==> config.mk <==
export PLATFORM = sky130hd
export DESIGN_NAME = i2c_scl_timer
export DESIGN_NICKNAME = d
export VERILOG_FILES = /design/src/rtl/i2c_scl_timer_pkg.sv /design/src/rtl/i2c_scl_rst_sync.sv /design/src/rtl/i2c_scl_line_sync.sv /design/src/rtl/i2c_scl_cnt_regs.sv /design/src/rtl/i2c_scl_phase_fsm.sv /design/src/rtl/i2c_scl_timer.sv
export SDC_FILE = /design/constraint.sdc
export NUM_CORES = 1
export LEC_CHECK = 0
export BUFFER_PORTS_ARGS = -buffer_cell sky130_fd_sc_hd__clkbuf_2
export CAP_MARGIN = 15
export CORE_MARGIN = 5
export CORE_UTILIZATION = 50
export CTS_CLUSTER_DIAMETER = 50
export DETAILED_ROUTE_END_ITERATION = 12
export PLACE_DENSITY = 0.67
export SLEW_MARGIN = 20
export SYNTH_ARGS = -nofsm -noshare
export SYNTH_HDL_FRONTEND = slang
export SYNTH_SLANG_ARGS = --single-unit
==> constraint.sdc <==
create_clock -name clk -period 4.7 [get_ports clk]
set_clock_uncertainty 0.2 [all_clocks]
set_input_delay 0.94 -clock clk [delete_from_list [all_inputs] [get_ports clk]]
set_output_delay 0.94 -clock clk [all_outputs]
set_load 0.01 [all_outputs]
==> src/rtl/i2c_scl_timer_pkg.sv <==
`timescale 1ns/1ps
package i2c_scl_timer_pkg;

  typedef enum logic [2:0] {
    PH_IDLE  = 3'd0,
    PH_START = 3'd1,
    PH_LOW   = 3'd2,
    PH_WAIT  = 3'd3,
    PH_HIGH  = 3'd4
  } phase_e;

  // register select encoding, decoded by the count register bank
  localparam logic [1:0] SEL_STD_HI  = 2'd0;
  localparam logic [1:0] SEL_STD_LO  = 2'd1;
  localparam logic [1:0] SEL_FAST_HI = 2'd2;
  localparam logic [1:0] SEL_FAST_LO = 2'd3;

  // fixed overheads on top of the programmed counts
  localparam int unsigned LOW_EXTRA   = 1;
  localparam int unsigned HIGH_EXTRA  = 8;
  localparam int unsigned START_EXTRA = 3;
  localparam int unsigned SYNC_STAGES = 2;
  // cycles from release until the phase machine can see a high line
  localparam int unsigned RISE_LAT    = SYNC_STAGES + 1;

endpackage

==> src/rtl/i2c_scl_rst_sync.sv <==
`timescale 1ns/1ps
module i2c_scl_rst_sync #(
  parameter int unsigned STAGES = 2
) (
  input  logic clk,
  input  logic rst_n,
  output logic rst_n_sync
);

  logic [STAGES-1:0] chain_q;
  logic [STAGES-1:0] chain_d;

  always_comb chain_d = {chain_q[STAGES-2:0], 1'b1};

  always_ff @(posedge clk or negedge rst_n) begin
    if (!rst_n) chain_q <= '0;
    else        chain_q <= chain_d;
  end

  assign rst_n_sync = chain_q[STAGES-1];

endmodule

==> src/rtl/i2c_scl_line_sync.sv <==
`timescale 1ns/1ps
module i2c_scl_line_sync #(
  parameter int unsigned STAGES  = 2,
  parameter bit          IDLE_LV = 1'b1
) (
  input  logic clk,
  input  logic rst_n,
  input  logic line_in,
  output logic line_sync
);

  logic [STAGES-1:0] sh_q;
  logic [STAGES-1:0] sh_d;

  always_comb sh_d = {sh_q[STAGES-2:0], line_in};

  always_ff @(posedge clk or negedge rst_n) begin
    if (!rst_n) sh_q <= {STAGES{IDLE_LV}};
    else        sh_q <= sh_d;
  end

  assign line_sync = sh_q[STAGES-1];

endmodule

==> src/rtl/i2c_scl_cnt_regs.sv <==
`timescale 1ns/1ps
module i2c_scl_cnt_regs
  import i2c_scl_timer_pkg::*;
#(
  parameter int unsigned CNT_W       = 16,
  parameter int unsigned MIN_CNT     = 6,
  parameter int unsigned RST_STD_HI  = 400,
  parameter int unsigned RST_STD_LO  = 470,
  parameter int unsigned RST_FAST_HI = 60,
  parameter int unsigned RST_FAST_LO = 130
) (
  input  logic             clk,
  input  logic             rst_n,
  input  logic             enable,
  input  logic             fast_mode,
  input  logic             we,
  input  logic [1:0]       sel,
  input  logic [CNT_W-1:0] wdata,
  output logic [CNT_W-1:0] hi_cnt,
  output logic [CNT_W-1:0] lo_cnt
);

  localparam int unsigned     NREG  = 4;
  localparam logic [CNT_W-1:0] FLOOR = CNT_W'(MIN_CNT);

  logic [CNT_W-1:0] cnt_q [NREG];

  generate
    for (genvar g = 0; g < NREG; g++) begin : g_cnt
      localparam logic [CNT_W-1:0] RV =
        (g == 0) ? CNT_W'(RST_STD_HI)  :
        (g == 1) ? CNT_W'(RST_STD_LO)  :
        (g == 2) ? CNT_W'(RST_FAST_HI) : CNT_W'(RST_FAST_LO);
      logic wr_en;

      always_comb wr_en = we && !enable && (sel == 2'(g));

      always_ff @(posedge clk or negedge rst_n) begin
        if (!rst_n)     cnt_q[g] <= RV;
        else if (wr_en) cnt_q[g] <= wdata;
      end


      cfg_lock_chk: assert property (@(posedge clk) disable iff (!rst_n)
        enable |=> $stable(cnt_q[g]));
    end
  endgenerate

  logic [CNT_W-1:0] raw_hi, raw_lo;

  always_comb begin
    raw_hi = fast_mode ? cnt_q[SEL_FAST_HI] : cnt_q[SEL_STD_HI];
    raw_lo = fast_mode ? cnt_q[SEL_FAST_LO] : cnt_q[SEL_STD_LO];
    hi_cnt = (raw_hi < FLOOR) ? FLOOR : raw_hi;
    lo_cnt = (raw_lo < FLOOR) ? FLOOR : raw_lo;
  end


  clamp_floor_chk: assert property (@(posedge clk) disable iff (!rst_n)
    (hi_cnt >= FLOOR) && (lo_cnt >= FLOOR));

endmodule

==> src/rtl/i2c_scl_phase_fsm.sv <==
`timescale 1ns/1ps
module i2c_scl_phase_fsm
  import i2c_scl_timer_pkg::*;
#(
  parameter int unsigned CNT_W = 16
) (
  input  logic             clk,
  input  logic             rst_n,
  input  logic             enable,
  input  logic             start_req,
  input  logic             stop_req,
  input  logic             line_hi,
  input  logic [CNT_W-1:0] hi_cnt,
  input  logic [CNT_W-1:0] lo_cnt,
  output logic             scl_low,
  output logic             start_done,
  output logic             bit_tick,
  output logic             stop_done,
  output logic             stretching
);

  localparam int unsigned CW     = CNT_W + 1;
  localparam int unsigned WAIT_W = $clog2(RISE_LAT + 1);
  localparam logic [WAIT_W-1:0] WAIT_SAT = WAIT_W'(RISE_LAT);

  phase_e            phase_q, phase_d;
  logic [CW-1:0]     cnt_q, cnt_d, cnt_inc;
  logic [WAIT_W-1:0] wait_q, wait_d;
  logic [CNT_W-1:0]  lat_h_q, lat_h_d, lat_l_q, lat_l_d;
  logic              stop_pend_q, stop_pend_d;
  logic              stop_ph_q, stop_ph_d;
  logic              scl_low_q, scl_low_d;
  logic              start_done_q, start_done_d;
  logic              bit_tick_q, bit_tick_d;
  logic              stop_done_q, stop_done_d;
  logic [CW-1:0]     start_tgt, low_tgt, high_tgt;

  always_comb begin
    start_tgt = CW'(lat_h_q) + CW'(START_EXTRA - 1);
    low_tgt   = CW'(lat_l_q) + CW'(LOW_EXTRA - 1);
    high_tgt  = CW'(lat_h_q) + CW'(HIGH_EXTRA - RISE_LAT - 1);
    cnt_inc   = cnt_q + 1'b1;
  end

  always_comb begin
    phase_d      = phase_q;
    cnt_d        = cnt_q;
    wait_d       = wait_q;
    lat_h_d      = lat_h_q;
    lat_l_d      = lat_l_q;
    stop_pend_d  = stop_pend_q;
    stop_ph_d    = stop_ph_q;
    scl_low_d    = scl_low_q;
    start_done_d = 1'b0;
    bit_tick_d   = 1'b0;
    stop_done_d  = 1'b0;
    if (!enable) begin
      phase_d     = PH_IDLE;
      cnt_d       = '0;
      wait_d      = '0;
      stop_pend_d = 1'b0;
      stop_ph_d   = 1'b0;
      scl_low_d   = 1'b0;
    end else begin
      if ((phase_q != PH_IDLE) && stop_req) stop_pend_d = 1'b1;
      unique case (phase_q)
        PH_IDLE: begin
          stop_pend_d = 1'b0;
          if (start_req) begin
            phase_d = PH_START;
            cnt_d   = '0;
            lat_h_d = hi_cnt;
            lat_l_d = lo_cnt;
          end
        end
        PH_START: begin
          if (cnt_q >= start_tgt) begin
            phase_d      = PH_LOW;
            cnt_d        = '0;
            scl_low_d    = 1'b1;
            start_done_d = 1'b1;
          end else begin
            cnt_d = cnt_inc;
          end
        end
        PH_LOW: begin
          if (cnt_q >= low_tgt) begin
            phase_d     = PH_WAIT;
            wait_d      = '0;
            scl_low_d   = 1'b0;
            stop_ph_d   = stop_pend_q | stop_req;
            stop_pend_d = 1'b0;
          end else begin
            cnt_d = cnt_inc;
          end
        end
        PH_WAIT: begin
          if (line_hi) begin
            phase_d = PH_HIGH;
            cnt_d   = '0;
          end else if (wait_q != WAIT_SAT) begin
            wait_d = wait_q + 1'b1;
          end
        end
        PH_HIGH: begin
          if (cnt_q >= high_tgt) begin
            if (stop_ph_q) begin
              phase_d     = PH_IDLE;
              stop_ph_d   = 1'b0;
              stop_pend_d = 1'b0;
              stop_done_d = 1'b1;
            end else begin
              phase_d    = PH_LOW;
              cnt_d      = '0;
              scl_low_d  = 1'b1;
              bit_tick_d = 1'b1;
            end
          end else begin
            cnt_d = cnt_inc;
          end
        end
        default: phase_d = PH_IDLE;
      endcase
    end
  end

  always_ff @(posedge clk or negedge rst_n) begin
    if (!rst_n) begin
      phase_q      <= PH_IDLE;
      cnt_q        <= '0;
      wait_q       <= '0;
      lat_h_q      <= '0;
      lat_l_q      <= '0;
      stop_pend_q  <= 1'b0;
      stop_ph_q    <= 1'b0;
      scl_low_q    <= 1'b0;
      start_done_q <= 1'b0;
      bit_tick_q   <= 1'b0;
      stop_done_q  <= 1'b0;
    end else begin
      phase_q      <= phase_d;
      cnt_q        <= cnt_d;
      wait_q       <= wait_d;
      lat_h_q      <= lat_h_d;
      lat_l_q      <= lat_l_d;
      stop_pend_q  <= stop_pend_d;
      stop_ph_q    <= stop_ph_d;
      scl_low_q    <= scl_low_d;
      start_done_q <= start_done_d;
      bit_tick_q   <= bit_tick_d;
      stop_done_q  <= stop_done_d;
    end
  end

  assign scl_low    = scl_low_q;
  assign start_done = start_done_q;
  assign bit_tick   = bit_tick_q;
  assign stop_done  = stop_done_q;
  assign stretching = (phase_q == PH_WAIT) && (wait_q == WAIT_SAT);


  disable_release_chk: assert property (@(posedge clk) disable iff (!rst_n)
    !enable |=> !scl_low_q);


  strobe_onehot_chk: assert property (@(posedge clk) disable iff (!rst_n)
    $onehot0({start_done_q, bit_tick_q, stop_done_q}));


  fall_cause_chk: assert property (@(posedge clk) disable iff (!rst_n)
    $rose(scl_low_q) |-> (start_done_q || bit_tick_q));


  stretch_released_chk: assert property (@(posedge clk) disable iff (!rst_n)
    stretching |-> !scl_low_q);


  low_bound_chk: assert property (@(posedge clk) disable iff (!rst_n)
    (phase_q == PH_LOW) |-> (cnt_q <= low_tgt));


  stop_idle_chk: assert property (@(posedge clk) disable iff (!rst_n)
    stop_done_q |-> ((phase_q == PH_IDLE) && !scl_low_q));

endmodule

==> src/rtl/i2c_scl_timer.sv <==
`timescale 1ns/1ps
module i2c_scl_timer
  import i2c_scl_timer_pkg::*;
#(
  parameter int unsigned CNT_W       = 16,
  parameter int unsigned MIN_CNT     = 6,
  parameter int unsigned RST_STD_HI  = 400,
  parameter int unsigned RST_STD_LO  = 470,
  parameter int unsigned RST_FAST_HI = 60,
  parameter int unsigned RST_FAST_LO = 130
) (
  input  logic             clk,
  input  logic             rst_n,
  input  logic             enable,
  input  logic             fast_mode,
  input  logic             cfg_we,
  input  logic [1:0]       cfg_sel,
  input  logic [CNT_W-1:0] cfg_wdata,
  input  logic             start_req,
  input  logic             stop_req,
  input  logic             scl_in,
  output logic             scl_drive_low,
  output logic             start_done,
  output logic             bit_tick,
  output logic             stop_done,
  output logic             stretching
);

  logic             rst_n_i;
  logic             line_hi;
  logic [CNT_W-1:0] hi_cnt, lo_cnt;

  i2c_scl_rst_sync #(.STAGES(2)) u_rst (
    .clk        (clk),
    .rst_n      (rst_n),
    .rst_n_sync (rst_n_i)
  );

  i2c_scl_line_sync #(.STAGES(SYNC_STAGES), .IDLE_LV(1'b1)) u_sync (
    .clk       (clk),
    .rst_n     (rst_n_i),
    .line_in   (scl_in),
    .line_sync (line_hi)
  );

  i2c_scl_cnt_regs #(
    .CNT_W(CNT_W), .MIN_CNT(MIN_CNT),
    .RST_STD_HI(RST_STD_HI), .RST_STD_LO(RST_STD_LO),
    .RST_FAST_HI(RST_FAST_HI), .RST_FAST_LO(RST_FAST_LO)
  ) u_regs (
    .clk       (clk),
    .rst_n     (rst_n_i),
    .enable    (enable),
    .fast_mode (fast_mode),
    .we        (cfg_we),
    .sel       (cfg_sel),
    .wdata     (cfg_wdata),
    .hi_cnt    (hi_cnt),
    .lo_cnt    (lo_cnt)
  );

  i2c_scl_phase_fsm #(.CNT_W(CNT_W)) u_fsm (
    .clk        (clk),
    .rst_n      (rst_n_i),
    .enable     (enable),
    .start_req  (start_req),
    .stop_req   (stop_req),
    .line_hi    (line_hi),
    .hi_cnt     (hi_cnt),
    .lo_cnt     (lo_cnt),
    .scl_low    (scl_drive_low),
    .start_done (start_done),
    .bit_tick   (bit_tick),
    .stop_done  (stop_done),
    .stretching (stretching)
  );

endmodule

# --- After elaboration in Yosys (flattened, before gate mapping) ---
# Index checks and enable logic that the tools add are counted.
# W data, S select, Z words.
totals:
  register_bits: 128
  in_bits: 26
  out_inout_bits: 5
  wordCells: 119
op_classes:
  order_cmp: 5
  n_eq_ne: 23
  mux: 52
  addsub: 4
  n_reduce_logical: 17
  n_bitwise: 1
op_table:
  columns: ["cell", "count"]
  rows:
  - ["$mux W17", 7]
  - ["$pmux W17 S5", 1]
  - ["$mux W16", 4]
  - ["$ge A17 B17 Y1", 2]
  - ["$lt A16 B3 Y1 const B", 2]
  - ["$mux W1", 24]
  - ["$mux W3", 6]
  - ["$add A16 B2 Y17 const B", 1]
  - ["$add A16 B3 Y17 const B", 1]
  - ["$add A17 B1 Y17 const B", 1]
  - ["$ge A17 B16 Y1", 1]
  - ["$ne A3 B3 Y1 const B", 5]
  - ["$pmux W3 S5", 1]
  - ["$reduce_and A5 Y1", 3]
  - ["$ne A3 B2 Y1 const B", 4]
  - ["$mux W2", 5]
  - ["$logic_and A1 B1 Y1", 7]
  - ["$eq A2 B2 Y1 const B", 3]
  - ["$eq A3 B2 Y1 const B", 2]
  - ["$ne A3 B1 Y1 const B", 2]
  - ["$ne A6 B1 Y1 const B", 1]
  - ["$pmux W1 S3", 2]
  - ["$reduce_and A3 Y1", 2]
  - ["$ne A4 B1 Y1 const B", 1]
  - ["14 further kinds", 14]

# --- Longest topological paths before layout ---
# Gate-level depths: netlist of the first run.
logic_depth:
  word_depth: 7
  mapped_depth: 18
  depth_no_buf: 15

# --- Hierarchy ---
# Synthesis of the first run repeated with hierarchy kept, for this count alone.
unflattened:
  hier_cells: 663
  hier_area_um2: 7483.4
modules_own_cells:
  columns: ["module", "seq_area_each_um2", "area_each_um2", "instances", "cells_each"]
  rows:
  - ["i2c_scl_phase_fsm", 1501.4, 4330.4, 1, 451]
  - ["i2c_scl_cnt_regs", 1620.3, 3046.7, 1, 207]
  - ["i2c_scl_rst_sync", 50.0, 53.8, 1, 3]
  - ["i2c_scl_line_sync", 52.6, 52.6, 1, 2]

# --- Worst setup path after synthesis of the first run ---
# No wires, ideal clock.
synth_path:
  kind: "reg-to-reg"
  startpoint: "register u_fsm.lat_h_q[4]"
  endpoint: "register u_fsm.cnt_q[11]"
  stages_incl_launch_ff: 18
  synth_period_minus_slack_ns: 3.718
  t_arrival_ns: 3.388
  setup_slack_ns: 0.982
  setup_ns: 0.130
  n_path_buf: 3
  t_required_ns: 4.370
  cell_sequence: "dfrtp_1 -> clkbuf_1 -> and3_1 -> and3_1 -> and3_1 -> and3_1 -> xnor2_1 -> ha_1 -> a21oi_1 -> o21ai_0 -> or3_1 -> o21ai_0 -> a21oi_1 -> a21o_1 -> buf_6 -> buf_6 -> a22oi_1 -> o31ai_2"
synth_via:
  elab_chain_len: 5
  elab_cells_between_ends: 10
  classes_between: "add/sub (2); order compare (2); eq/ne (1); mux (4); reduce/logical (1)"
synth_rtl:
  columns: ["item", "line", "rtl"]
  rows:
  - ["from (decl)", "i2c_scl_phase_fsm.sv:29", "logic [CNT_W-1:0] lat_h_q, lat_h_d, lat_l_q, lat_l_d;"]
  - ["from (signal assigned)", "i2c_scl_phase_fsm.sv:144", "lat_h_q <= lat_h_d;"]
  - ["$add A16 B3 Y17 / $add A16 B2 Y17 (equally long branches)", "i2c_scl_phase_fsm.sv:41, i2c_scl_phase_fsm.sv:39", null]
  - ["$ge A17 B17 Y1 (on tied branches)", "i2c_scl_phase_fsm.sv:106, i2c_scl_phase_fsm.sv:77", null]
  - ["$mux W17 (on tied branches)", "i2c_scl_phase_fsm.sv:106, i2c_scl_phase_fsm.sv:77", null]
  - ["$pmux W17 S5", "i2c_scl_phase_fsm.sv:66", "unique case (phase_q)"]
  - ["$mux W17", "i2c_scl_phase_fsm.sv:57", "if (!enable) begin"]
  - ["to (signal assigned)", "i2c_scl_phase_fsm.sv:142", "cnt_q <= cnt_d;"]
  - ["to (decl)", "i2c_scl_phase_fsm.sv:27", "logic [CW-1:0] cnt_q, cnt_d, cnt_inc;"]
# Several ways; a longest one is shown, not always the timed one.
# A chain may end at the register's enable or synchronous reset.

# --- Worst setup path in the final report of the first run ---
layout_path:
  startpoint: "register u_fsm.lat_h_q[4]"
  endpoint: "register u_fsm.cnt_q[9]"
# Same word-level chain as after synthesis.

==> out/results.txt, run 1 <==
clock input transition at the sequential cells of the worst setup and hold paths: 60 ps
syn nets: 768
Worst EP arrival: 4210 ps
setup repair after global routing missed its margin: no
fraction of registers with async set or reset after synthesis: 1.00
share of the yosys chip area belonging to registers: 0.440
vias per cell: 6.02
Layout Area Growth over Synthesis: 12.5%
number of antenna violations at the first check in global routing: 0
xor/xnor cell area share of the yosys netlist: 0.0299
sequential cell area: 0.00323 mm²
violation count after the first detailed-routing iteration: 489
post-route DRC violation count: 0
WL per Instance: 19.2 µm
total clock sinks: 128
number of violations of the max-capacitance limit: 0
Syn Area/Cell: 10.6 µm²
final setup violating endpoints: 0
Critical Path End Type: flip-flop
hold violation count in the final report: 0
TNS Setup: 0 ps
horizontal extent of the die: 131 µm
ports placed on the boundary: 31
Top FF cell, synth: sky130_fd_sc_hd__dfrtp_1
arithmetic-cell share of the synthesized area counting full adders, half adders and majority gates: 0.0905
basic-gate share of the synthesized area counting and, or, nand and nor cells: 0.135
Final period util: 0.877
clock latency at the later pin of the worst-skew pair: 420 ps
placed instance area: 0.00762 mm²
Root Buffer Master: sky130_fd_sc_hd__clkbuf_16
Critical Path Start Type: flip-flop
global router's overall resource usage: 0.220
H-tree level count: 4
Crit Path Category: flip-flop to flip-flop
multi-input gate area in the final layout: 0.00386 mm²
total power consumption of the routed design: 4.00 mW
standard-cell rows: 44
largest family of logic cells by synthesized area: multiplexers
final weighted congestion in routability-driven placement: 0.938
Layout Nets: 793
number of distinct standard cells referenced by the synthesized netlist: 60
shortest period the worst path allows: 4120 ps
area fraction in compound gates after synthesis: 0.126
number of warnings issued by yosys: 0
flops & latches, synth: 128
pin count of the biggest net entering global routing: 61
core footprint: 0.0144 mm²
portion of netlist area occupied by mux cells: 0.144
post-CTS setup buffer count: 0
register-to-register setup slack: 580 ps
# resized after CTS: 0
port bufs: 30
total wire length: 17.5 mm
number of placed instances, taps included: 879
global-route wire length before repair: 29.3 mm
fill cell total of the finished layout: 1243
post-synthesis cell count: 689
CTS tree: yes
via count: 5484
Pre-Repair DR Iteration Count: 5
Die ar.: 0.0172 mm²
Clock Path Buffers: 2
number of global-route vias before repair: 5668
number of flops mapped to enable cells by yosys: 0
Die Ht: 131 µm
class of the most critical hold timing path: input port to async pin
total standard cell area after synthesis: 0.00732 mm²
count of hold-fix buffers inserted at cts: 0
number of standard cells in the layout, taps in and fillers out: 911
slew margin rel.: 0.379
Max Slew Vio Count: 0
initial core utilization: 0.508
post-route cell area: 0.00824 mm²
run status: complete, no violations
DPL Wire Length: 12.5 mm
grt total ovfl: 0
slew of the pin with the lowest slew margin: 928 ps
fraction of layout instances using a drive strength above 1: 0.232
worst IR drop on VDD: 377 µV
biggest fanout along the worst timing path: 18
reported leakage power: 3.75 nW
achievable frequency: 0.243 GHz
antenna cells: 0
number of routed nets with antenna violations: 0
Num CTS Buffers: 17
areal power density over the cells: 485 mW/mm²
required time of the critical path: 4790 ps
[layer usage]
layer | up-vias | share of wire | GRT usage
met2 | 121 | 0.49 | 0.358
met4 | 0 | 0.023 | 0.0841
li1 | 2595 | - | -
met3 | 30 | 0.033 | 0.0386
met5 | - | 0 | 0
met1 | 2738 | 0.46 | 0.294
[stage by stage]
stage | utilization | hold WS, ps | setup slack [ps]
after global placement | 0.528 | 105 | 825
after detailed placement | 0.528 | 119 | 636
after CTS | 0.571 | 81.2 | 627
after floorplan | - | 131 | 700
final | 0.571 | 93.3 | 580
after global routing | 0.571 | 88.1 | 252
[layout by cell type (no fill, tap or decap), types with 23 or more instances in the layout]
cell type / n
sky130_fd_sc_hd__nand2_1: 38
sky130_fd_sc_hd__inv_1: 24
sky130_fd_sc_hd__dfrtp_1: 110
sky130_fd_sc_hd__mux2_2: 67
sky130_fd_sc_hd__nor2_1: 48
sky130_fd_sc_hd__clkbuf_2: 30
sky130_fd_sc_hd__mux2i_1: 30
sky130_fd_sc_hd__nand3_1: 23
sky130_fd_sc_hd__ha_1: 53
sky130_fd_sc_hd__a21oi_1: 49
[logic make-up after synthesis]
kind of cell | Yosys count
AND/OR/NAND/NOR | 193
buffers and inverters | 57
adder cells (fa/ha/maj) | 53
other | 1
flip-flops | 128
multiplexers | 97
XOR/XNOR | 25
AO/OA/AOI/OAI | 135
[Yosys cell counts (2+ instances only)]
cell,number,area (µm²)
sky130_fd_sc_hd__nand4_1,15,93.8
sky130_fd_sc_hd__clkbuf_1,23,86.3
sky130_fd_sc_hd__inv_1,24,90.1
sky130_fd_sc_hd__buf_2,2,10.0
sky130_fd_sc_hd__nor2b_1,7,43.8
sky130_fd_sc_hd__or3_1,4,25.0
sky130_fd_sc_hd__o211a_1,2,20.0
sky130_fd_sc_hd__o21ai_0,13,65.1
sky130_fd_sc_hd__buf_6,4,45.0
sky130_fd_sc_hd__ha_1,53,663
sky130_fd_sc_hd__a21oi_1,49,245
sky130_fd_sc_hd__o41ai_1,3,26.3
sky130_fd_sc_hd__mux2_2,67,754
sky130_fd_sc_hd__a211o_1,2,17.5
sky130_fd_sc_hd__and3_1,23,144
sky130_fd_sc_hd__a31oi_1,3,18.8
sky130_fd_sc_hd__nor4b_1,2,17.5
sky130_fd_sc_hd__dfrtp_1,111,2780
sky130_fd_sc_hd__a22oi_1,13,97.6
sky130_fd_sc_hd__xnor2_1,7,61.3
sky130_fd_sc_hd__a221oi_2,2,30.0
sky130_fd_sc_hd__nor2_1,48,180
sky130_fd_sc_hd__a211oi_1,5,37.5
sky130_fd_sc_hd__o21a_1,5,37.5
sky130_fd_sc_hd__o31ai_1,6,45.0
sky130_fd_sc_hd__or2_2,3,18.8
sky130_fd_sc_hd__and4_1,6,52.6
sky130_fd_sc_hd__xor2_1,18,158
sky130_fd_sc_hd__nor4_1,8,50.1
sky130_fd_sc_hd__nand3_1,23,115
sky130_fd_sc_hd__nand2_1,38,143
sky130_fd_sc_hd__o31ai_2,5,62.6
sky130_fd_sc_hd__nand2b_1,4,25.0
sky130_fd_sc_hd__o22a_1,2,17.5
sky130_fd_sc_hd__buf_1,3,11.3
sky130_fd_sc_hd__o211ai_1,4,30.0
sky130_fd_sc_hd__a21o_1,6,45.0
sky130_fd_sc_hd__o2111ai_1,2,17.5
sky130_fd_sc_hd__and2_1,2,12.5
sky130_fd_sc_hd__a2111oi_0,2,17.5
sky130_fd_sc_hd__dfstp_2,17,447
sky130_fd_sc_hd__nor3_1,6,30.0
sky130_fd_sc_hd__mux2i_1,30,300
[worst max-delay path: stages (launching register included)]
cell and delay (ps):
sky130_fd_sc_hd__dfrtp_1 480, sky130_fd_sc_hd__and3_1 280, sky130_fd_sc_hd__and3_1 230, sky130_fd_sc_hd__and3_1 230, sky130_fd_sc_hd__and3_1 260, sky130_fd_sc_hd__xnor2_1 140
sky130_fd_sc_hd__ha_1 270, sky130_fd_sc_hd__a21oi_1 120, sky130_fd_sc_hd__o21ai_0 120, sky130_fd_sc_hd__or3_1 400, sky130_fd_sc_hd__o21ai_0 250, sky130_fd_sc_hd__a21oi_1 160
sky130_fd_sc_hd__a21o_1 410, sky130_fd_sc_hd__a22oi_1 340, sky130_fd_sc_hd__o31ai_2 110
[power breakdown]
group          internal, mW  total (mW)  switching [mW]
clock network         0.858        1.39           0.528
logic                 0.441       0.956           0.515
registers              1.38        1.65           0.279
total                  2.67        4.00            1.32
[registers in the layout (all words and copies together) (netlist names)]
register / count
u_regs.cnt_q: 64
u_fsm.cnt_q: 17
u_fsm.lat_h_q: 16
u_fsm.lat_l_q: 16
u_fsm.phase_q: 3
u_fsm.wait_q: 2
u_rst.chain_q: 2
u_sync.sh_q: 2
u_fsm.bit_tick: 1
u_fsm.scl_low: 1
u_fsm.start_done: 1
u_fsm.stop_done: 1
u_fsm.stop_pend_q: 1
u_fsm.stop_ph_q: 1
[path summary, 6_finish.rpt]
| kind | to | cells past startpoint | startpoint |
|---|---|---|---|
| max | u_fsm.cnt_q[9]$_DFFE_PN0P_ | 14 | u_fsm.lat_h_q[4]$_DFFE_PN0P_ |
| min | u_rst.chain_q[1]$_DFF_PN0_ | 1 | rst_n |
| max reg2reg | u_fsm.cnt_q[9]$_DFFE_PN0P_ | 14 | u_fsm.lat_h_q[4]$_DFFE_PN0P_ |
| min reg2reg | u_fsm.lat_l_q[15]$_DFFE_PN0P_ | 0 | u_rst.chain_q[1]$_DFF_PN0_ |
| max in group asynchronous | u_fsm.lat_l_q[0]$_DFFE_PN0P_ | 1 | u_rst.chain_q[1]$_DFF_PN0_ |
| min in group clk | u_rst.chain_q[1]$_DFF_PN0_ | 0 | u_rst.chain_q[0]$_DFF_PN0_ |
[layout make-up]
class,count,area share
Multi-Input combinational cell,504,0.468
Sequential cell,128,0.392
Clock buffer,18,0.0533
Tap cell,184,0.0279
Timing Repair Buffer,38,0.0255
Clock inverter,14,0.0217
Inverter,25,0.0114
Power figures use the tool's default switching activity.
==> run 2, diff against run 1 <==
--- a/config.mk
+++ b/config.mk
@@ -8,10 +8,10 @@
 export BUFFER_PORTS_ARGS = -buffer_cell sky130_fd_sc_hd__clkbuf_2
 export CAP_MARGIN = 15
 export CORE_MARGIN = 5
-export CORE_UTILIZATION = 50
+export CORE_UTILIZATION = 62
 export CTS_CLUSTER_DIAMETER = 50
 export DETAILED_ROUTE_END_ITERATION = 12
-export PLACE_DENSITY = 0.67
+export PLACE_DENSITY_LB_ADDON = 0.1
 export SLEW_MARGIN = 20
 export SYNTH_ARGS = -nofsm -noshare
 export SYNTH_HDL_FRONTEND = slang
==> run 2 against run 1 <==
Net effect:
- worst setup slack gained 6.8 ps
- sequential power barely moved
- maximum frequency rose by 0.17%
- via count increased by 0.44%
- count of clock-buffer cells in the layout up 6
- wire length fell by 1.5%
- critical endpoint is now u_fsm.cnt_q[2]$_DFFE_PN0P_
- largest power group unchanged
==> out/results.txt, run 2 (same netlist as run 1, synthesis figures left out) <==
number of antenna violations at the first check in global routing: 0 (unchanged)
number of cells traversed by the worst register-to-register path: 15 (+1)
horizontal extent of the die: 119 µm (-9.4%)
Clock Path Buffers: 2 (unchanged)
count of hold-fix buffers inserted at cts: 0 (unchanged)
antenna cells: 0 (unchanged)
most common cell after layout, fill and taps aside: sky130_fd_sc_hd__dfrtp_1
clock input transition at the sequential cells of the worst setup and hold paths: 50 ps (about the same)
count of buffer and inverter cells on the critical path: 0 (unchanged)
Critical Path End Type: flip-flop
global router's overall resource usage: 0.257 (+0.0370)
total wire length: 17.2 mm (-1.5%)
cell repeated most along the worst path: sky130_fd_sc_hd__and3_1
run status: complete, no violations
slew of the pin with the lowest slew margin: 873 ps (-55.5 ps)
Final period util: 0.875 (-0.00145)
DPL Wire Length: 12.1 mm (-3.0%)
violation count after the first detailed-routing iteration: 497 (+1.6%)
TNS Setup: 0 ps (unchanged)
Layout Area Growth over Synthesis: 11.9%
clock latency at the later pin of the worst-skew pair: 420 ps (about the same)
worst IR drop on VDD: 333 µV (-12%)
commonest cells after routing, fill and taps aside: sky130_fd_sc_hd__dfrtp_1, sky130_fd_sc_hd__mux2_2, sky130_fd_sc_hd__ha_1
reported leakage power: 3.74 nW (-0.32%)
fraction of layout instances using a drive strength above 1: 0.227 (-0.00550)
Critical Path Start Type: flip-flop
number of placed instances, taps included: 837 (-4.8%)
number of global-route vias before repair: 5628 (-0.71%)
CTS tree: yes
pin count of the biggest net entering global routing: 84 (+38%)
WL per Instance: 19.8 µm (+3.2%)
Worst EP arrival: 4210 ps (about the same)
Layout Nets: 793 (unchanged)
class of the most critical hold timing path: input port to async pin
via count: 5508 (+0.44%)
# resized after CTS: 0 (unchanged)
setup repair after global routing missed its margin: no
post-CTS setup buffer count: 0 (unchanged)
number of standard cells in the layout, taps in and fillers out: 870 (-4.5%)
Die ar.: 0.0141 mm² (-18%)
slew margin rel.: 0.416 (+0.0371)
ports placed on the boundary: 31 (unchanged)
shortest period the worst path allows: 4110 ps (-6.81 ps)
port bufs: 30 (unchanged)
total power consumption of the routed design: 3.98 mW (-0.47%)
grt total ovfl: 0 (unchanged)
Pre-Repair DR Iteration Count: 6 (+1)
Top delay family on crit path: compound AO/OA/AOI/OAI gates
number of routed nets with antenna violations: 0 (unchanged)
Die Ht: 119 µm (-9.4%)
hold violation count in the final report: 0 (unchanged)
top flop regs: u_regs.cnt_q (64), u_fsm.cnt_q (17)
Root Buffer Master: sky130_fd_sc_hd__clkbuf_16
core footprint: 0.0115 mm² (-20%)
register bank with the most flops: u_regs.cnt_q
Crit Path Category: flip-flop to flip-flop
vias per cell: 6.33 (+5.2%)
initial core utilization: 0.636 (+0.128)
largest stage delay on the critical path: 500 ps (+20 ps)
required time of the critical path: 4790 ps (about the same)
biggest fanout along the worst timing path: 15 (-3)
final weighted congestion in routability-driven placement: 0.919 (-2.0%)
H-tree level count: 4 (unchanged)
Num CTS Buffers: 17 (unchanged)
Max Slew Vio Count: 0 (unchanged)
post-route DRC violation count: 0 (unchanged)
critical path depth in cells: 15 (+1)
final setup violating endpoints: 0 (unchanged)
achievable frequency: 0.243 GHz (+0.17%)
total clock sinks: 128 (unchanged)
Slowest-stage cell, CP: sky130_fd_sc_hd__dfrtp_1
standard-cell rows: 39 (-11%)
cells along the critical path: and3_1 > and3_1 > and3_1 > and3_1 > nand2_1 > xor2_1 > ha_1 > nand2_1 > nor2_1 > a211oi_1 > o21ai_1 > a221oi_2 > a211o_1 > nand3_4 > o311ai_0
areal power density over the cells: 485 mW/mm² (about the same)
number of violations of the max-capacitance limit: 0 (unchanged)
max reg flops: 64 (unchanged)
global-route wire length before repair: 28.9 mm (-1.3%)
==> run 2: cell count changes in the layout (fill, tap and decap cells not counted) <==
cell,delta
sky130_fd_sc_hd__buf_12,+1
sky130_fd_sc_hd__buf_4,-1
sky130_fd_sc_hd__clkbuf_1,+4
sky130_fd_sc_hd__clkbuf_8,+2
sky130_fd_sc_hd__clkinv_2,-2
sky130_fd_sc_hd__clkinv_4,-1
sky130_fd_sc_hd__clkinvlp_4,+2
sky130_fd_sc_hd__inv_6,-4
sky130_fd_sc_hd__inv_8,-1
==> run 2: final timing paths <==
path	from	endpoint	slack, ps
max in group asynchronous	u_rst.chain_q[1]$_DFF_PN0_	u_regs.cnt_q[7]$_DFFE_PN1P_	3210
hold / removal	rst_n	u_rst.chain_q[1]$_DFF_PN0_	100
setup reg to reg	u_fsm.lat_h_q[4]$_DFFE_PN0P_	u_fsm.cnt_q[2]$_DFFE_PN0P_	590
hold reg to reg	u_rst.chain_q[1]$_DFF_PN0_	u_regs.cnt_q[32]$_DFFE_PN0P_	120
setup / recovery	u_fsm.lat_h_q[4]$_DFFE_PN0P_	u_fsm.cnt_q[2]$_DFFE_PN0P_	590
min in group clk	u_sync.sh_q[0]$_DFF_PN1_	u_sync.sh_q[1]$_DFF_PN1_	150
==> run 2: metal layers <==
layer / global-route usage / part of all wire / vias to the layer above
li1: - / - / 2583
met1: 0.333 / 0.45 / 2759
met2: 0.427 / 0.49 / 140
met3: 0.0559 / 0.038 / 26
met4: 0.0920 / 0.025 / 0
met5: 0 / 0 / -
==> run 2: cell type report <==
type                            instances  area, µm²
Fill cell                             846       3320
Timing Repair Buffer                   38        223
Multi-Input combinational cell        504       3860
Clock buffer                           24        482
Clock inverter                          8        129
Sequential cell                       128       3230
Inverter                               25       93.8
Tap cell                              143        179
==> run 2: power breakdown <==
group	switching, mW	internal, mW	total, mW
logic	0.516	0.442	0.958
clock network	0.484	0.878	1.36
registers	0.283	1.38	1.66
==> run 2: stage by stage <==
step	util	hold slack [ps]	worst slack (ps)	cell area, µm²
after detailed placement	0.657	143	566	7560
after CTS	0.710	87.0	589	8170
after floorplan	-	131	700	7320
after global routing	0.712	82.5	231	8190
final	0.712	95.3	587	8190
after global placement	0.657	139	844	7560
